--- src/rtl/cfs_pkg.sv ---
package cfs_pkg;
  typedef enum logic [2:0] {
    CH_NOP   = 3'd0,
    CH_OPEN  = 3'd1,
    CH_TOPEN = 3'd2,
    CH_SPARE = 3'd3,
    CH_CALL  = 3'd4,
    CH_OCALL = 3'd5,
    CH_TCALL = 3'd6,
    CH_RET   = 3'd7
  } chop_e;
endpackage

--- src/rtl/cfs_frame_alloc.sv ---
module cfs_frame_alloc #(
  parameter int FRAME_W = 8
) (
  input  logic               clk,
  input  logic               rst_n,
  input  logic               take,
  input  logic               give_a,
  input  logic [FRAME_W-1:0] give_a_id,
  input  logic               give_b,
  input  logic [FRAME_W-1:0] give_b_id,
  output logic [FRAME_W-1:0] free_id,
  output logic               any_free
);
  localparam int NF = 1 << FRAME_W;

  logic [NF-1:0] used_q, used_d;
  logic          upd;

  // lowest-numbered free frame
  always_comb begin
    free_id  = '0;
    any_free = 1'b0;
    for (int i = NF - 1; i >= 0; i--) begin
      if (!used_q[i]) begin
        free_id  = FRAME_W'(i);
        any_free = 1'b1;
      end
    end
  end

  always_comb begin
    used_d = used_q;
    if (give_a) used_d[give_a_id] = 1'b0;
    if (give_b) used_d[give_b_id] = 1'b0;
    if (take)   used_d[free_id]   = 1'b1;
  end

  assign upd = take | give_a | give_b;

  always_ff @(posedge clk or negedge rst_n) begin
    if (!rst_n) begin
      used_q <= NF'(1);
    end else if (upd) begin
      used_q <= used_d;
    end
  end
endmodule

--- src/rtl/cfs_ret_stack.sv ---
module cfs_ret_stack #(
  parameter int DEPTH = 8,
  parameter int ENT_W = 32,
  parameter int LVL_W = $clog2(DEPTH + 1)
) (
  input  logic             clk,
  input  logic             rst_n,
  input  logic             push,
  input  logic             pop,
  input  logic [ENT_W-1:0] push_data,
  output logic [ENT_W-1:0] top_data,
  output logic [LVL_W-1:0] level,
  output logic             full,
  output logic             empty
);
  localparam int IDX_W = (DEPTH > 1) ? $clog2(DEPTH) : 1;

  logic [LVL_W-1:0] level_q, level_d;
  logic [IDX_W-1:0] wr_idx, rd_idx;
  logic [ENT_W-1:0] rd_arr [DEPTH];

  assign wr_idx = level_q[IDX_W-1:0];
  assign rd_idx = IDX_W'(level_q - LVL_W'(1));
  assign full   = (level_q == LVL_W'(DEPTH));
  assign empty  = (level_q == '0);
  assign level  = level_q;

  always_comb begin
    level_d = level_q;
    if (push && !full)       level_d = level_q + LVL_W'(1);
    else if (pop && !empty)  level_d = level_q - LVL_W'(1);
  end

  always_ff @(posedge clk or negedge rst_n) begin
    if (!rst_n) begin
      level_q <= '0;
    end else if (push || pop) begin
      level_q <= level_d;
    end
  end

  // one storage register per stack slot
  for (genvar g = 0; g < DEPTH; g++) begin : g_slot
    logic [ENT_W-1:0] ent_q;
    logic             wr_en;
    assign wr_en = push && !full && (wr_idx == IDX_W'(g));
    always_ff @(posedge clk) begin
      if (wr_en) ent_q <= push_data;
    end
    assign rd_arr[g] = ent_q;
  end

  assign top_data = rd_arr[rd_idx];
endmodule

--- src/rtl/cfs_ctrl.sv ---
module cfs_ctrl #(
  parameter int FRAME_W = 8,
  parameter int PC_W    = 24,
  parameter int DEPTH   = 8
) (
  input  logic               clk,
  input  logic               rst_n,
  input  logic               step,
  input  logic [2:0]         chop,
  input  logic [PC_W-1:0]    cur_pc,
  output logic [FRAME_W-1:0] open_fp,
  output logic [FRAME_W-1:0] active_fp,
  output logic [FRAME_W-1:0] return_fp,
  output logic [PC_W-1:0]    ret_pc,
  output logic               ovf_flag,
  output logic               unf_flag
);
  import cfs_pkg::*;

  localparam int ENT_W = FRAME_W + PC_W;
  localparam int LVL_W = $clog2(DEPTH + 1);

  logic [FRAME_W-1:0] open_q, open_d, act_q, act_d, ret_q, ret_d;
  logic [PC_W-1:0]    rpc_q, rpc_d, pc_inc;
  logic               ovf_q, ovf_d, unf_q, unf_d;

  logic               push, pop, take, give_a, give_b;
  logic [FRAME_W-1:0] give_a_id, give_b_id, free_id;
  logic               any_free, stk_full, stk_empty;
  logic [ENT_W-1:0]   top_data;
  logic [LVL_W-1:0]   stk_lvl;
  logic [FRAME_W-1:0] top_fp;
  logic [PC_W-1:0]    top_pc;
  logic               open_spare;
  chop_e              op;

  assign op         = chop_e'(chop);
  assign pc_inc     = cur_pc + PC_W'(1);
  assign top_fp     = top_data[ENT_W-1 -: FRAME_W];
  assign top_pc     = top_data[PC_W-1:0];
  // uncalled open frame that nobody else names
  assign open_spare = (open_q != act_q) && (open_q != ret_q);

  cfs_frame_alloc #(.FRAME_W(FRAME_W)) u_alloc (
    .clk       (clk),
    .rst_n     (rst_n),
    .take      (take),
    .give_a    (give_a),
    .give_a_id (give_a_id),
    .give_b    (give_b),
    .give_b_id (give_b_id),
    .free_id   (free_id),
    .any_free  (any_free)
  );

  cfs_ret_stack #(.DEPTH(DEPTH), .ENT_W(ENT_W), .LVL_W(LVL_W)) u_stack (
    .clk       (clk),
    .rst_n     (rst_n),
    .push      (push),
    .pop       (pop),
    .push_data ({ret_q, pc_inc}),
    .top_data  (top_data),
    .level     (stk_lvl),
    .full      (stk_full),
    .empty     (stk_empty)
  );

  // next-state
  always_comb begin
    open_d    = open_q;
    act_d     = act_q;
    ret_d     = ret_q;
    rpc_d     = rpc_q;
    ovf_d     = ovf_q;
    unf_d     = unf_q;
    push      = 1'b0;
    pop       = 1'b0;
    take      = 1'b0;
    give_a    = 1'b0;
    give_a_id = open_q;
    give_b    = 1'b0;
    give_b_id = open_q;
    if (step) begin
      unique case (op)
        CH_OPEN: begin
          if (!any_free) begin
            ovf_d = 1'b1;
          end else begin
            take   = 1'b1;
            open_d = free_id;
            give_a = open_spare;
          end
        end
        CH_TOPEN: begin
          open_d = act_q;
          give_a = open_spare;
        end
        CH_CALL: begin
          if (stk_full) begin
            ovf_d = 1'b1;
          end else begin
            push  = 1'b1;
            ret_d = act_q;
            act_d = open_q;
          end
        end
        CH_OCALL: begin
          if (stk_full || !any_free) begin
            ovf_d = 1'b1;
          end else begin
            push   = 1'b1;
            take   = 1'b1;
            ret_d  = act_q;
            act_d  = open_q;
            open_d = free_id;
          end
        end
        CH_TCALL: begin
          act_d     = open_q;
          give_a    = (act_q != open_q) && (act_q != ret_q);
          give_a_id = act_q;
        end
        CH_RET: begin
          if (stk_empty) begin
            unf_d = 1'b1;
          end else begin
            pop       = 1'b1;
            act_d     = ret_q;
            open_d    = ret_q;
            ret_d     = top_fp;
            rpc_d     = top_pc;
            give_a    = (act_q != ret_q);
            give_a_id = act_q;
            give_b    = open_spare;
            give_b_id = open_q;
          end
        end
        default: ;
      endcase
    end
  end

  // registers
  always_ff @(posedge clk or negedge rst_n) begin
    if (!rst_n) begin
      open_q <= '0;
      act_q  <= '0;
      ret_q  <= '0;
      rpc_q  <= '0;
      ovf_q  <= 1'b0;
      unf_q  <= 1'b0;
    end else if (step) begin
      open_q <= open_d;
      act_q  <= act_d;
      ret_q  <= ret_d;
      rpc_q  <= rpc_d;
      ovf_q  <= ovf_d;
      unf_q  <= unf_d;
    end
  end

  assign open_fp   = open_q;
  assign active_fp = act_q;
  assign return_fp = ret_q;
  assign ret_pc    = rpc_q;
  assign ovf_flag  = ovf_q;
  assign unf_flag  = unf_q;
endmodule

--- config.mk ---
export PLATFORM = sky130hd
export DESIGN_NAME = cfs_ctrl
export DESIGN_NICKNAME = d
export VERILOG_FILES = /design/src/rtl/cfs_pkg.sv /design/src/rtl/cfs_frame_alloc.sv /design/src/rtl/cfs_ret_stack.sv /design/src/rtl/cfs_ctrl.sv
export SDC_FILE = /design/constraint.sdc
export NUM_CORES = 1
export LEC_CHECK = 0
export BUFFER_PORTS_ARGS = -buffer_cell sky130_fd_sc_hd__clkbuf_2
export CAP_MARGIN = 15
export CELL_PAD_IN_SITES_DETAIL_PLACEMENT = 0
export CELL_PAD_IN_SITES_GLOBAL_PLACEMENT = 1
export CORE_MARGIN = 2
export CORE_UTILIZATION = 30
export DETAILED_ROUTE_END_ITERATION = 16
export PLACE_DENSITY = 0.5
export SKIP_CTS_REPAIR_TIMING = 1
export SLEW_MARGIN = 20
export SYNTH_ARGS = -nofsm -noshare
export SYNTH_HDL_FRONTEND = slang
export SYNTH_HIERARCHICAL = 1
export SYNTH_SLANG_ARGS = --single-unit
--- constraint.sdc ---
create_clock -name clk -period 4.6 [get_ports clk]
set_input_delay 0.92 -clock clk [delete_from_list [all_inputs] [get_ports clk]]
set_output_delay 0.92 -clock clk [all_outputs]
set_load 0.1 [all_outputs]
==> flow_summary.ini <==
[placement]
dpl-instance-area_sq_um = 30620
gp_congestion = 0.8709
port-buffer-count = 79
dp_hpwl_um = 75720
pre_cts_ws_ps = 574.4

[final_layout]
drive_above_1_share_pct = 17.21
syn2layout_area_growth_pct = 17.56
postLayoutCellArea_sq_um = 33090
diodes = 0
nets = 2656

[timing]
fin_setup_tns_ps = 0
relSlewSlack_pct = 32.17
drv_slew = 0
rsz0062_at_grt = false
period_needed_ps = 4151
layout_setup_ws_ps = 448.7
finalSetupViolations = 0
hold_viol_final = 0
fmax_mhz = 240.9
hold_ws_ps = 268.1
tightest_slew_ps = 1014
timing.final.crit_share_pct = 90.25
skew_ps = 29.41

[pwr]
p_seq_share_pct = 34.7
switchingPower_mw = 6.648
clkPwrFrac_pct = 33.2
power_density_nw_per_um2 = 541.2
ir_drop_mv = 0.3436
internal_power_mw = 11.26
switching_share_pct = 37.12
leakage_nw = 11.88
p_comb_share_pct = 32.1

[synthesis]
yosys_most_used_dff = dfrtp_1
synth-seq-cells = 566
yosysWarnings = 6
netlist_area_sq_um = 28150
syn-num-nets = 2522
netlist_instances = 2483
synth_area_per_cell_sq_um = 11.34
synth_edf_count = 256
yosys.cell_types.count = 88
synth.yosys.seq_area_share_pct = 54.87
async_flop_share_pct = 54.77

[floorplanning]
fp.dieH_um = 310.3
design.die.area_sq_um = 96300
die_w_um = 310.3
io-pin-count = 80
coreArea_sq_um = 93190
start_util_pct = 30.21
rows = 112

[clocking]
cts_buffers = 70
htreeDepth = 3
tritoncts = built
clk_latency_ps = 660
cts_max_path_buffers = 3
cts_root_buffer = clkbuf_16
clock_sinks = 566
clk_pin_slew_worst_paths_ps = 60

[global_routing]
grt_max_degree = 94
track_usage_pct = 24.11
first_global_vias = 23360
antenna_found_initial = 2
grt_pass1_wl_um = 168700
grt_overflow_total = 0

[critical_path]
cp_cell_sequence = nand4_1 > nor3_1 > nor3b_1 > nand4_1 > nor2_1 > nand2_1 > nand2_1 > o21ai_0 > o211ai_1 > a211oi_1 > o21bai_1 > and3_1 > nand2_1 > buf_4 > o22ai_1 > o22ai_1
path_delay_family = simple AND/OR/NAND/NOR gates
r2r-start = u_alloc/used_q[24]
start_kind = register
end_kind = register
ff2ff_path_depth = 16
cpPeakStageDelay_ps = 620
cp_common_cell = nand2_1
crit_arrival_ps = 4710
ff2ff_setup_slack_ps = 450
cp_max_fo = 10
path_buf_inv = 1
criticalPathCategory = register to register
crit_path_top_delay_cell = nor3b_1
cp_data_required_time_ps = 5160
r2r-end = u_alloc/used_q[142]

[flow_run]
cap_violations = 0

[detailed_routing]
ant_nets = 0
wl_um = 116100
dr.first_iter.drc_count = 2654
drc = 0
wl_per_cell_um = 29.56
vias_per_cell = 6.012
vias = 23610
first_pass_iters = 6

[hold_path]
hp-class = input pin to asynchronous set/reset pin

[outcome]
outcome = finished, final reports clean
-- power by group through the flow --
stage          Clock (mW)  Sequential (mW)  Combinational [mW]
4_1_cts              6.09             6.21                5.79
3_5_place_dp            0             6.30                5.77
2_1_floorplan           0             7.34                2.92
5_1_grt              6.28             6.25                6.07
3_3_place_gp            0             6.30                5.76
6_report             5.95             6.21                5.75
-- flip-flops by register name, summed over array words and instances, names as in the netlist --
name,flops
u_alloc/used_q,256
open_fp,8
ret_pc,24
active_fp,8
unf_flag,1
u_stack/level,4
u_stack/g_slot.ent_q,256
ovf_flag,1
return_fp,8
-- placed cells by master, fill, tap and decap left out, types with 76 or more instances in the layout --
master and count:
buf_4 110, clkbuf_2 78, dfrtp_1 308, edfxtp_1 256, nand2_1 276, nand3_1 83, nand4_1 110, nor2_1 76
o21ai_0 289, o221ai_1 226
-- worst max-delay path by stage --
stage | depth (start not counted) | endpoint | slack (ps) | start
6_report | 16 | u_alloc/used_q[142] | 450 | u_alloc/used_q[24]
5_1_grt | 16 | u_alloc/used_q[65] | 210 | u_alloc/used_q[24]
4_1_cts | 16 | u_alloc/used_q[97] | 520 | u_alloc/used_q[24]
3_5_place_dp | 16 | u_alloc/used_q[161] | 570 | u_alloc/used_q[24]
3_3_place_gp | 16 | u_alloc/used_q[97] | 600 | u_alloc/used_q[24]
2_1_floorplan | 15 | u_alloc/used_q[179] | 1040 | u_stack/level[0]
-- worst register-to-register path, cell delays in order, from the launching register on --
cell and delay [ps]:
dfrtp_1 420, nand4_1 180, nor3_1 310, nor3b_1 620, nand4_1 410, nor2_1 250
nand2_1 190, nand2_1 150, o21ai_0 90, o211ai_1 110, a211oi_1 90, o21bai_1 240
and3_1 240, nand2_1 110, buf_4 340, o22ai_1 160, o22ai_1 160
-- cell usage after synthesis, types with 25 or more instances --
library cell    n  area share (%)
nor2b_1        32            0.71
nand4_1       110             2.4
nor2_1         76             1.0
dfrtp_1       309              27
clkbuf_1      103             1.4
inv_1          59            0.79
mux4_2         60             4.8
a21oi_1        52            0.92
buf_2          29            0.52
nand3_1        83             1.5
o21ai_0       289             5.1
nor4_1         25            0.56
nand2_1       276             3.7
edfxtp_1      256              27
o221ai_1      226             7.0
mux2_2         29             1.2
o22ai_1        73             1.6
xnor2_1        41             1.3
-- cells by family (layout without fill, tap and decap cells) --
| group | Yosys count | after routing | synth area share, % |
|---|---|---|---|
| and+or+nand+nor | 725 | 725 | 12.94 |
| DFF | 566 | 566 | 54.87 |
| buffers and inverters | 202 | 392 | 3.045 |
| adders and majority gates | 9 | 9 | 0.4000 |
| AOI/OAI and AO/OA | 804 | 804 | 19.33 |
| muxes | 129 | 129 | 7.916 |
| xor gates and xnor gates | 48 | 48 | 1.493 |
-- metrics by stage --
stage	total power, mW	std cells	utilization, %
after floorplan	10.27	2483	-
after global placement	12.05	3799	32.86
after detailed placement	12.07	3799	32.86
after CTS	18.09	3927	35.51
after global routing	18.60	3927	35.51
final	17.91	3927	35.51
-- layer usage --
| metal | part of all wire (%) | GRT usage, % | routed length [um] | up-vias |
|---|---|---|---|---|
| met5 | 0 | 0 | 0 | - |
| met4 | 2.8 | 7.572 | 3307 | 0 |
| met3 | 6.1 | 3.862 | 7035 | 181 |
| met2 | 45 | 37.35 | 52360 | 952 |
| met1 | 46 | 34.48 | 53380 | 12360 |
| li1 | - | - | - | 10120 |
-- final cells by class --
class | count | area [sq um]
Fill cell | 9170 | 60100
Clock buffer | 105 | 2033
Tap cell | 1254 | 1569
Multi-Input combinational cell | 1715 | 11880
Sequential cell | 566 | 15450
Clock inverter | 23 | 439.2
Timing Repair Buffer | 202 | 1491
Inverter | 62 | 232.7
No activity file was read; power rests on OpenSTA's default activity.
